[src/rtl/vif_pwr_pkg.sv]
package vif_pwr_pkg;
  typedef enum logic {
    IF_ANA = 1'b0,
    IF_DIG = 1'b1
  } if_sel_e;

  localparam int unsigned NUM_SYNC = 3;
  localparam int unsigned SYNC_HS  = 0;
  localparam int unsigned SYNC_VS  = 1;
  localparam int unsigned SYNC_SOG = 2;
endpackage

[src/rtl/vif_act_watch.sv]
module vif_act_watch #(
  parameter int unsigned TIMEOUT_TICKS = 8
) (
  input  logic clk_i,
  input  logic rst_ni,
  input  logic tick_i,
  input  logic sig_i,
  output logic act_o
);
  localparam int unsigned TW = (TIMEOUT_TICKS > 1) ? $clog2(TIMEOUT_TICKS) : 1;
  localparam logic [TW-1:0] T_LAST = TW'(TIMEOUT_TICKS - 1);

  logic          prev_q;
  logic          act_q;
  logic [TW-1:0] tmr_q;
  logic          chg;

  assign chg = sig_i ^ prev_q;

  always_ff @(posedge clk_i or negedge rst_ni) begin
    if (!rst_ni) begin
      prev_q <= 1'b0;
      act_q  <= 1'b0;
      tmr_q  <= '0;
    end else begin
      prev_q <= sig_i;
      if (chg) begin
        act_q <= 1'b1;
        tmr_q <= '0;
      end else if (tick_i) begin
        // saturate at the limit; status stays low until next change
        if (tmr_q == T_LAST) act_q <= 1'b0;
        else                 tmr_q <= tmr_q + 1'b1;
      end
    end
  end

  assign act_o = act_q;
endmodule

[src/rtl/vif_de_qual.sv]
module vif_de_qual #(
  parameter int unsigned DE_PULSES  = 32,
  parameter int unsigned DE_GAP_CYC = 64
) (
  input  logic clk_i,
  input  logic rst_ni,
  input  logic en_i,
  input  logic de_i,
  output logic lock_o
);
  localparam int unsigned CW = (DE_PULSES > 1) ? $clog2(DE_PULSES) : 1;
  localparam int unsigned GW = (DE_GAP_CYC > 1) ? $clog2(DE_GAP_CYC) : 1;
  localparam logic [CW-1:0] C_LAST = CW'(DE_PULSES - 1);
  localparam logic [GW-1:0] G_LAST = GW'(DE_GAP_CYC - 1);

  logic          de_prev_q;
  logic          lock_q;
  logic [CW-1:0] cnt_q;
  logic [GW-1:0] gap_q;
  logic          de_rise;

  assign de_rise = de_i & ~de_prev_q;

  always_ff @(posedge clk_i or negedge rst_ni) begin
    if (!rst_ni) begin
      de_prev_q <= 1'b0;
      lock_q    <= 1'b0;
      cnt_q     <= '0;
      gap_q     <= '0;
    end else begin
      de_prev_q <= de_i;
      if (!en_i) begin
        lock_q <= 1'b0;
        cnt_q  <= '0;
        gap_q  <= '0;
      end else if (!lock_q) begin
        if (de_rise) begin
          gap_q <= '0;
          if (cnt_q == C_LAST) lock_q <= 1'b1;
          else                 cnt_q  <= cnt_q + 1'b1;
        end else if (gap_q == G_LAST) begin
          cnt_q <= '0;  // run broken, start over
        end else begin
          gap_q <= gap_q + 1'b1;
        end
      end
    end
  end

  assign lock_o = lock_q;
endmodule

[src/rtl/vif_pwr_decide.sv]
module vif_pwr_decide
  import vif_pwr_pkg::*;
(
  input  logic    pdn_i,
  input  logic    ovr_en_i,
  input  logic    ovr_sel_i,
  input  logic    ana_det_i,
  input  logic    dig_det_i,
  output if_sel_e sel_o,
  output logic    ana_pwr_o,
  output logic    dig_pwr_o
);
  logic path_on;

  always_comb begin
    if (ovr_en_i) begin
      sel_o   = ovr_sel_i ? IF_DIG : IF_ANA;
      path_on = 1'b1;
    end else begin
      sel_o   = (!ana_det_i && dig_det_i) ? IF_DIG : IF_ANA;
      path_on = ana_det_i | dig_det_i;
    end
    ana_pwr_o = !pdn_i && path_on && (sel_o == IF_ANA);
    dig_pwr_o = !pdn_i && path_on && (sel_o == IF_DIG);
  end
endmodule

[src/rtl/vif_pwr_arb.sv]
module vif_pwr_arb
  import vif_pwr_pkg::*;
#(
  parameter int unsigned TIMEOUT_TICKS = 8,
  parameter int unsigned DE_PULSES     = 32,
  parameter int unsigned DE_GAP_CYC    = 64
) (
  input  logic       clk_i,
  input  logic       rst_ni,
  input  logic       tick_i,
  input  logic       hsync_i,
  input  logic       vsync_i,
  input  logic       sog_i,
  input  logic       lclk_i,
  input  logic       de_i,
  input  logic       ovr_en_i,
  input  logic       ovr_sel_i,
  input  logic       pdn_i,
  output logic [2:0] sync_act_o,
  output logic       lclk_act_o,
  output logic       de_lock_o,
  output logic       sel_dig_o,
  output logic       ana_pwr_o,
  output logic       dig_pwr_o
);
  logic [NUM_SYNC-1:0] sync_in;
  logic [NUM_SYNC-1:0] sync_act;
  logic                lclk_act;
  if_sel_e             sel;
  logic                dig_pwr;

  assign sync_in[SYNC_HS]  = hsync_i;
  assign sync_in[SYNC_VS]  = vsync_i;
  assign sync_in[SYNC_SOG] = sog_i;

  for (genvar g = 0; g < NUM_SYNC; g++) begin : g_sync
    vif_act_watch #(.TIMEOUT_TICKS(TIMEOUT_TICKS)) u_watch (
      .clk_i (clk_i),
      .rst_ni(rst_ni),
      .tick_i(tick_i),
      .sig_i (sync_in[g]),
      .act_o (sync_act[g])
    );
  end

  // link clock watcher is never gated by path power
  vif_act_watch #(.TIMEOUT_TICKS(TIMEOUT_TICKS)) u_lclk_watch (
    .clk_i (clk_i),
    .rst_ni(rst_ni),
    .tick_i(tick_i),
    .sig_i (lclk_i),
    .act_o (lclk_act)
  );

  vif_de_qual #(.DE_PULSES(DE_PULSES), .DE_GAP_CYC(DE_GAP_CYC)) u_de_qual (
    .clk_i (clk_i),
    .rst_ni(rst_ni),
    .en_i  (dig_pwr),
    .de_i  (de_i),
    .lock_o(de_lock_o)
  );

  vif_pwr_decide u_decide (
    .pdn_i    (pdn_i),
    .ovr_en_i (ovr_en_i),
    .ovr_sel_i(ovr_sel_i),
    .ana_det_i(|sync_act),
    .dig_det_i(lclk_act),
    .sel_o    (sel),
    .ana_pwr_o(ana_pwr_o),
    .dig_pwr_o(dig_pwr)
  );

  assign sync_act_o = sync_act;
  assign lclk_act_o = lclk_act;
  assign sel_dig_o  = (sel == IF_DIG);
  assign dig_pwr_o  = dig_pwr;
endmodule

[config.mk]
export PLATFORM = sky130hd
export DESIGN_NAME = vif_pwr_arb
export DESIGN_NICKNAME = d
export VERILOG_FILES = /design/src/rtl/vif_pwr_pkg.sv /design/src/rtl/vif_act_watch.sv /design/src/rtl/vif_de_qual.sv /design/src/rtl/vif_pwr_decide.sv /design/src/rtl/vif_pwr_arb.sv
export SDC_FILE = /design/constraint.sdc
export NUM_CORES = 1
export LEC_CHECK = 0
export BUFFER_PORTS_ARGS = -buffer_cell sky130_fd_sc_hd__buf_2
export CAP_MARGIN = 20
export CORE_ASPECT_RATIO = 1.4
export CORE_UTILIZATION = 30
export DETAILED_ROUTE_END_ITERATION = 7
export GPL_ROUTABILITY_DRIVEN = 0
export PLACE_DENSITY = 0.46
export SETUP_SLACK_MARGIN = 0.15
export SLEW_MARGIN = 10
export SYNTH_ARGS = -nofsm -noshare
export SYNTH_HDL_FRONTEND = slang
export SYNTH_SLANG_ARGS = --single-unit
export TNS_END_PERCENT = 30
[constraint.sdc]
create_clock -name clk_i -period 3.7 [get_ports clk_i]
set_input_delay 0.37 -clock clk_i [delete_from_list [all_inputs] [get_ports clk_i]]
set_output_delay 0.37 -clock clk_i [all_outputs]
set_load 0.02 [all_outputs]
* Yosys cells after proc, flatten, opt, wreduce, memory -nomap -nowiden
Index checks and enable logic that the tools add are counted.
W data, S select, Z words.
** Storage, ports and cells
- Input bits :: 11
- Output and inout port bits :: 8
- Flip-flop bits (word level) :: 33
- Word-level logic and storage cells :: 110
** Operators by class
- Bitwise operators :: 8
- Equality and inequality tests :: 14
- Add/sub/neg operators :: 6
- Multiplexer cells :: 41
- Reduce and logical (&&, ||, !) cells :: 25
** Operators by type and width (count)
- $mux W3 :: 12
- $mux W5 :: 5
- $mux W6 :: 4
- $mux W1 :: 20
- $reduce_and A2 Y1 :: 9
- $reduce_bool A2 Y1 :: 8
- $add A3 B1 Y3 const B :: 4
- $eq A3 B3 Y1 const B :: 4
- $ne A3 B3 Y1 const B :: 3
- $ne A2 B1 Y1 const B :: 4
- $add A6 B1 Y6 const B :: 1
- $eq A6 B6 Y1 const B :: 1
- $add A5 B1 Y5 const B :: 1
- $eq A5 B5 Y1 const B :: 1
- $logic_and A1 B1 Y1 :: 4
- $xor A1 B1 Y1 :: 4
- $reduce_and A3 Y1 :: 1
- $reduce_or A3 Y1 :: 1
- $logic_not A1 Y1 :: 2
- $ne A2 B2 Y1 const B :: 1
- $not A1 Y1 :: 2
- $and A1 B1 Y1 :: 1
- $or A1 B1 Y1 :: 1

* Logic depth before layout (Yosys ltp)
Gate-level depths: netlist (run 1).
- Depth in word-level cells :: 8
- Mapped depth :: 7
- Gate-level depth less buffers :: 7

* By module
A second synthesis (run 1) with hierarchy kept.
** Unflattened totals
- Cells, all modules :: 142
- Area, all modules :: 1644.1 um^2
** By module, submodules not included
- vif_act_watch :: cells an instance 17, area each 224.0 um^2, instances 4
- vif_de_qual :: cells an instance 67, area each 705.7 um^2, instances 1
- vif_pwr_decide :: cells an instance 6, area each 36.3 um^2, instances 1
- vif_pwr_arb :: cells an instance 1, area each 6.3 um^2, instances 1

* Worst setup path before layout (run 1)
Ideal clock, no wire load.
- Path type :: register to register
- Start point :: register u_de_qual.cnt_q[0]
- End point :: register u_de_qual.cnt_q[2]
- Library setup time :: 0.077 ns
- Arrival time :: 1.744 ns
- Cell stages (with the launch flop) :: 8
- Path slack :: 1.879 ns
- Path buffers :: 0
- Cells stage by stage :: dfrtp_1 > ha_1 > and3_1 > ha_1 > nor2_1 > a21oi_1 > or3_1 > a21oi_1
** Between the ends
- Longest elaborated chain between the ends :: 5
- Elaborated cells on any way between the ends :: 8
** Ends and longest elaborated chain
- start, declared :: RTL line vif_de_qual.sv:18 : logic [CW-1:0] cnt_q;
- start signal, assigned :: RTL line vif_de_qual.sv:40 : else cnt_q <= cnt_q + 1'b1;
- $add A5 B1 Y5 :: RTL line vif_de_qual.sv:40
- $mux W5 :: RTL line vif_de_qual.sv:39 : if (cnt_q == C_LAST) lock_q <= 1'b1;
- $mux W5 :: RTL line vif_de_qual.sv:37 : if (de_rise) begin
- $mux W5 :: RTL line vif_de_qual.sv:36 : end else if (!lock_q) begin
- $mux W5 :: RTL line vif_de_qual.sv:32 : if (!en_i) begin
Several ways; a longest one is shown, not always the timed one. The select of a mux whose other input is x is not followed.
A chain may end at the register's enable or synchronous reset.

* Worst setup path in the final report (run 1)
- Start point :: register g_sync[1].u_watch.act_q
- End point :: output dig_pwr_o
** Between the ends
- Longest elaborated chain between the ends :: 6
- Elaborated cells on any way between the ends :: 9
** Ends and longest elaborated chain
- start, declared :: RTL line vif_act_watch.sv:14 : logic act_q;
- start signal, assigned :: RTL line vif_act_watch.sv:23 : act_q <= 1'b0;
- start signal, assigned :: RTL line vif_act_watch.sv:28 : act_q <= 1'b1;
- start signal, assigned :: RTL line vif_act_watch.sv:32 : if (tmr_q == T_LAST) act_q <= 1'b0;
- $reduce_or A3 Y1 * :: RTL line vif_pwr_arb.sv:67 : .ana_det_i(|sync_act),
- $logic_not A1 Y1 :: RTL line vif_pwr_decide.sv:20 : sel_o = (!ana_det_i && dig_det_i) ? IF_DIG : IF_ANA;
- $logic_and A1 B1 Y1 :: RTL line vif_pwr_decide.sv:20
- $mux W1 :: RTL line vif_pwr_decide.sv:20
- $mux W1 :: RTL line vif_pwr_decide.sv:16 : if (ovr_en_i) begin
- $logic_and A1 B1 Y1 * :: RTL line vif_pwr_decide.sv:24 : dig_pwr_o = !pdn_i && path_on && (sel_o == IF_DIG);
- end, declared :: RTL line vif_pwr_arb.sv:24 : output logic dig_pwr_o
Every way passes the cells marked *; elsewhere a longest branch is shown, timed or not.

==> results.json, run 1 <==
{
  "ys_ff_latch": 33,
  "synth_cell_types": 38,
  "clock_sinks": 33,
  "die_w_um": 65.4,
  "ant_nets": 0,
  "drtIter0Drc": 90,
  "worst_slew_pin_slew_ns": 0.742,
  "min_period_ns": 2.09,
  "first_global_vias": 1290,
  "cp.required_ns": 3.33,
  "finalClockSkew_ns": 0.00789,
  "power_uw": 813,
  "cts_inserted_buffers": 5,
  "endpoint_kind": "output port",
  "overflow": 0,
  "critPathKind": "reg2out",
  "layout-drive-gt1-share_pct": 18.6,
  "synth-edff-count": 0,
  "grt_max_degree": 34,
  "synth_top_area_cell": "dfrtp_1",
  "synthTopCellsByArea": "dfrtp_1 49%, ha_1 8.1%, mux2i_1 5.3%, nor2_1 4.2%, xor2_1 4.1%",
  "io_pins": 19,
  "placed_area_um2": 1820,
  "drt_pass1_iterations": 4,
  "clk_pin_slew_ns": 0.07,
  "die_area_um2": 5940,
  "cts_tree": "done",
  "ys_seq_area_share_pct": 48.9,
  "synth_fp_nets": 181,
  "postCtsHoldBufs": 0,
  "row_count": 32,
  "synth_top_area_share_pct": 48.9,
  "grt_antenna_before_repair": 0,
  "die_h_um": 90.8,
  "p_per_area_nw_per_um2": 420,
  "crit_path_max_fanout": 12,
  "grt_first_pass_wirelength_um": 5770,
  "synth-async-reset-ratio_pct": 100,
  "leakage_nw": 0.917,
  "ctsRootBufferMaster": "clkbuf_8",
  "cp.arrival_ns": 1.72,
  "via_count": 1229,
  "avgSynthCellArea_um2": 10.6,
  "clock_latency_ns": 0.28,
  "timing.fmax_ghz": 0.479,
  "core_um2": 5490,
  "ys_warn_count": 0,
  "fin_setup_tns_ns": 0,
  "rr_endpoint": "u_de_qual.cnt_q[2]",
  "dp_hpwl_um": 2320,
  "area_growth_pct": 14.5,
  "finalCritPeriodShare_pct": 56.5,
  "initial_utilization_pct": 30.8,
  "antenna_cells": 0,
  "rsz0062_at_grt": "no",
  "htree_num_levels": 2,
  "setup_viol": 0,
  "status": "completed",
  "fin_cells": 245,
  "ys.flop_type": "dfrtp_1",
  "vias_per_cell": 5.02,
  "io_buffers": 18,
  "maxSlewViolCount": 0,
  "start_kind": "flip-flop",
  "reg2reg_from": "u_de_qual.cnt_q[0]",
  "max_slew_margin_pct": 50.6,
  "maxCapViolations": 0,
  "irDropWorstVdd_uv": 208,
  "hold_class": "in2async",
  "grtUsageTotal_pct": 12.8,
  "synth_area_um2": 1690,
  "finalCoreUtilization_pct": 35.3,
  "drt-total-wl_um": 3220,
  "r2r_cells": 7,
  "synthesis.instances": 159,
  "cts_resized": 0,
  "fin_area_um2": 1940,
  "hold_viol": 0,
  "max-clock-path-buffers": 2,
  "nets": 198,
  "place_inst": 237,
  "drc_errors": 0,
  "wl_per_cell_um": 13.1,
  "reg2reg_slack_ns": 1.66,
  "cts_setup_buffers": 0
}
## cell type report
type                            count  area [µm²]
Clock buffer                        6        82.6
Clock inverter                      2        37.5
Fill cell                         541        3550
Inverter                            3        11.3
Multi-Input combinational cell    115         803
Sequential cell                    33         826
Tap cell                           68        85.1
Timing Repair Buffer               18        90.1
## routing by layer
layer / GRT usage, % / share of wire, % / vias to the layer above
li1: - / - / 591
met1: 14.2 / 41 / 610
met2: 22.4 / 54 / 22
met3: 3.41 / 3.0 / 6
met4: 5.43 / 1.8 / 0
met5: 0 / 0 / -
## layout by cell type, fill, tap and decap left out, drive strengths merged, types with 2 or more instances in the layout
cell type / synthesis / layout
buf: 5 / 18
mux2i: 9 / 9
nor3: 2 / 2
a21oi: 8 / 8
nor2: 19 / 19
nor2b: 2 / 2
o21ai: 6 / 6
a21o: 4 / 4
clkbuf: 3 / 6
nand4b: 2 / 2
a22o: 2 / 2
a31oi: 6 / 6
xor2: 8 / 8
nand2: 12 / 12
and3: 4 / 4
ha: 11 / 11
dfrtp: 33 / 33
nand2b: 5 / 5
nor4: 2 / 2
inv: 3 / 3
a311oi: 2 / 2
## synth_stat cells, drive strengths merged, types with 3 or more instances
master	count
clkbuf	3
a31oi	6
a21oi	8
xor2	8
ha	11
nor2	19
o21ai	6
and3	4
dfrtp	33
inv	3
nand2	12
a21o	4
buf	5
nand2b	5
mux2i	9
## worst max-delay path by stage
stage	from	to	slack [ns]	cells past startpoint
floorplan	u_de_qual.cnt_q[0]	u_de_qual.cnt_q[2]	1.88	7
global placement	u_de_qual.cnt_q[0]	u_de_qual.cnt_q[2]	1.82	7
detailed placement	u_de_qual.cnt_q[0]	u_de_qual.cnt_q[2]	1.70	7
CTS	g_sync[1].u_watch.act_o	dig_pwr_o	1.57	5
global route	g_sync[1].u_watch.act_o	dig_pwr_o	1.49	5
finish	g_sync[1].u_watch.act_o	dig_pwr_o	1.61	5
## logic make-up (layout without fill, tap and decap cells)
group | after synthesis | after routing | share of synthesized area, %
xor gates and xnor gates | 8 | 8 | 4.15
DFF | 33 | 33 | 48.9
buffers and inverters | 11 | 29 | 3.63
muxes | 10 | 10 | 6.00
adders and majority gates | 11 | 11 | 8.14
and+or+nand+nor | 54 | 54 | 16.6
AOI/OAI and AO/OA | 32 | 32 | 12.7
## critical path: stages, from the launching register on
cell and delay (ns):
dfrtp_1 0.41, nor4_2 0.32, a22oi_1 0.12, or2_4 0.32
inv_1 0.09, buf_2 0.16
## power by group
part | switching, mW | leakage [nW] | total [mW] | internal, mW
sequential | 0.0112 | 0.422 | 0.389 | 0.378
combinational | 0.0420 | 0.438 | 0.0704 | 0.0284
clock | 0.135 | 0.0574 | 0.354 | 0.219
total | 0.188 | 0.917 | 0.813 | 0.625
## flip-flops by register name, summed over array words and instances, names as in the netlist, 3 cells and up
signal,cells
g_sync.u_watch.prev_q,3
g_sync.u_watch.tmr_q,9
u_de_qual.cnt_q,5
g_sync.u_watch.act_o,3
u_lclk_watch.tmr_q,3
u_de_qual.gap_q,6
## through the flow
step / hold slack [ns] / setup slack (ns)
after global placement: 0.483 / 1.82
final: 0.149 / 1.61
after detailed placement: 0.485 / 1.70
after floorplan: 0.0744 / 1.88
after global routing: 0.197 / 1.49
after CTS: 0.178 / 1.57
No activity file was read; power rests on OpenSTA's default activity.
==> run 2: changes to the inputs <==
ABC_AREA = 1   (was unset)
clock period = 2.1 ns   (was 3.7 ns; I/O delays follow)
==> run 2 against run 1 <==
  * Sequential share of layout area fell by 1.5 points
  * Clock power rose by 34%
  * Critical path depth rose by 1
  * Non-clock buffer count rose by 1
  * Hold slack got worse by 0.15 ns
  * Power rose by 57%
  * Setup slack got worse by 1.3 ns
  * Largest power group unchanged
  * Highest routed layer unchanged
==> results.json, run 2 <==
{
  "synth-async-reset-ratio_pct": 100,
  "wl_per_cell_um": 11.4,
  "min_period_ns": 1.77,
  "grt_antenna_before_repair": 0,
  "die_area_um2": 6210,
  "area_growth_pct": 13.5,
  "crit_buf_inv": 1,
  "synth-edff-count": 0,
  "drtIter0Drc": 43,
  "yosysMostFrequentCell": "nand2_1",
  "timing.fmax_ghz": 0.564,
  "regMostFlops": "g_sync.u_watch.tmr_q",
  "overflow": 0,
  "p_per_area_nw_per_um2": 638,
  "avgSynthCellArea_um2": 8.54,
  "synthesis.instances": 207,
  "nets": 251,
  "dp_hpwl_um": 2510,
  "ys_warn_count": 0,
  "clock_sinks": 33,
  "clk_pin_slew_ns": 0.07,
  "cp_top_family": "simple AND/OR/NAND/NOR gates",
  "worst_path_largest_cell_delay_ns": 0.41,
  "htree_num_levels": 2,
  "synth_top_area_cell": "dfrtp_1",
  "status": "completed",
  "synth_area_um2": 1770,
  "seqCellArea_um2": 826,
  "cts_tree": "done",
  "top_regs": "g_sync.u_watch.tmr_q (9), u_de_qual.gap_q (6), u_de_qual.cnt_q (5)",
  "fin_setup_tns_ns": 0,
  "rsz0062_at_grt": "no",
  "io_buffers": 18,
  "crit_slowest_cell": "dfrtp_1",
  "ant_nets": 0,
  "synth_top_area_share_pct": 46.7,
  "row_count": 32,
  "layout-drive-gt1-share_pct": 18.3,
  "synth_common_cells": "59 x nand2_1, 33 x dfrtp_1, 24 x inv_1",
  "postCtsHoldBufs": 0,
  "cp.required_ns": 1.89,
  "grt_first_pass_wirelength_um": 5930,
  "crit_chain": "nor2_2 -> nand2_2 -> nor2_1 -> nor2_1 -> nor2_2 -> buf_2",
  "antenna_cells": 0,
  "cts_inserted_buffers": 5,
  "io_pins": 19,
  "ys.flop_type": "dfrtp_1",
  "grt_max_degree": 34,
  "critPathKind": "reg2out",
  "die_w_um": 66.9,
  "core_um2": 5610,
  "setup_viol": 0,
  "die_h_um": 92.8,
  "irDropWorstVdd_uv": 261,
  "fillers": 613,
  "finalClockSkew_ns": 0.00361,
  "drc_errors": 0,
  "ys_ff_latch": 33,
  "final_common_cell": "nand2_1",
  "cp.arrival_ns": 1.56,
  "reg2reg_slack_ns": 0.43,
  "first_global_vias": 1328,
  "synthTopCellsByArea": "dfrtp_1 47%, nand2_1 13%, ha_1 7.8%, inv_1 5.1%, nor2_1 4.0%",
  "max-clock-path-buffers": 2,
  "final_cell_mix": "59 x nand2_1, 33 x dfrtp_1, 24 x inv_1",
  "drt_pass1_iterations": 4,
  "max_slew_margin_pct": 48.8,
  "largest_reg_flops": 9,
  "synth_cell_types": 22,
  "start_kind": "flip-flop",
  "maxCapViolations": 0,
  "hold_class": "in2async",
  "multi_input_area_um2": 812,
  "crit_path_max_fanout": 7,
  "via_count": 1326,
  "endpoint_kind": "output port",
  "cp.depth": 6,
  "synth_fp_nets": 229,
  "ctsRootBufferMaster": "clkbuf_8",
  "vias_per_cell": 4.45,
  "initial_utilization_pct": 31.5,
  "drt-total-wl_um": 3390,
  "hold_viol": 0,
  "worst_slew_pin_slew_ns": 0.767,
  "grtUsageTotal_pct": 12.7,
  "cts_setup_buffers": 0,
  "maxSlewViolCount": 0,
  "clock_latency_ns": 0.28,
  "r2r_cells": 9,
  "cts_resized": 0,
  "leakage_nw": 1.07,
  "finalCoreUtilization_pct": 35.8,
  "finalCritPeriodShare_pct": 84.5,
  "ys_seq_area_share_pct": 46.7
}
-- run 2: path summary, 6_finish.rpt --
kind	startpoint	endpoint
max	g_sync[1].u_watch.act_o	dig_pwr_o
min	rst_ni	g_sync[2].u_watch.prev_q
max reg2reg	u_de_qual.cnt_q[0]	u_de_qual.cnt_q[4]
min reg2reg	u_de_qual.cnt_q[4]	u_de_qual.cnt_q[4]
max in group asynchronous	rst_ni	u_de_qual.gap_q[3]
min in group clk_i	sog_i	g_sync[2].u_watch.prev_q
-- run 2: logic make-up (layout without fill, tap and decap cells) --
kind of cell	after synthesis	after routing	share of synthesized area [%]
and+or+nand+nor	107	107	28.2
DFF	33	33	46.7
buffers and inverters	30	53	7.36
AOI/OAI and AO/OA	20	20	7.01
adders and majority gates	11	11	7.78
xor gates and xnor gates	6	6	2.97
-- run 2: layer usage --
metal	part of all wire [%]	routed length (µm)	track usage, %	vias up
met3	4.5	151	4.06	2
li1	-	-	-	702
met2	47	1610	20.1	23
met4	0.85	29	5.32	0
met5	0	0	0	-
met1	47	1600	15.6	599
-- run 2: through the flow --
stage	setup WS [ns]	power (mW)	hold WS, ns	cells	area (µm²)
global placement	0.501	0.821	0.344	290	1920
CTS	0.291	1.31	0.0326	298	2010
global route	0.211	1.35	0.0441	298	2010
detailed placement	0.452	0.822	0.345	290	1920
finish	0.326	1.28	0.000280	298	2010
floorplan	0.619	0.771	-0.0856	207	1770
-- run 2: worst register-to-register path, cell delays in order, from the launching register on --
cell and delay [ns]:
dfrtp_1 0.41, ha_1 0.19, nand2_1 0.07, nor2_1 0.10, ha_1 0.15, inv_1 0.03, o21ai_0 0.25, inv_1 0.17
nand4_1 0.14, nand2_1 0.06
-- run 2: where the power goes --
| part | total, mW | switching (mW) | leakage, nW | internal (mW) |
|---|---|---|---|---|
| combinational | 0.128 | 0.0804 | 0.609 | 0.0476 |
| sequential | 0.677 | 0.0160 | 0.421 | 0.661 |
| clock | 0.475 | 0.246 | 0.0439 | 0.229 |
| total | 1.28 | 0.342 | 1.07 | 0.937 |
-- run 2: layout make-up --
type                    count  area share, %
inverters                  26           4.99
flip-flops and latches     33           41.1
clock inverters             3          0.873
multi-input cells         144           40.5
repair buffers             19           4.86
clock buffers               5           3.43
well taps                  68           4.24
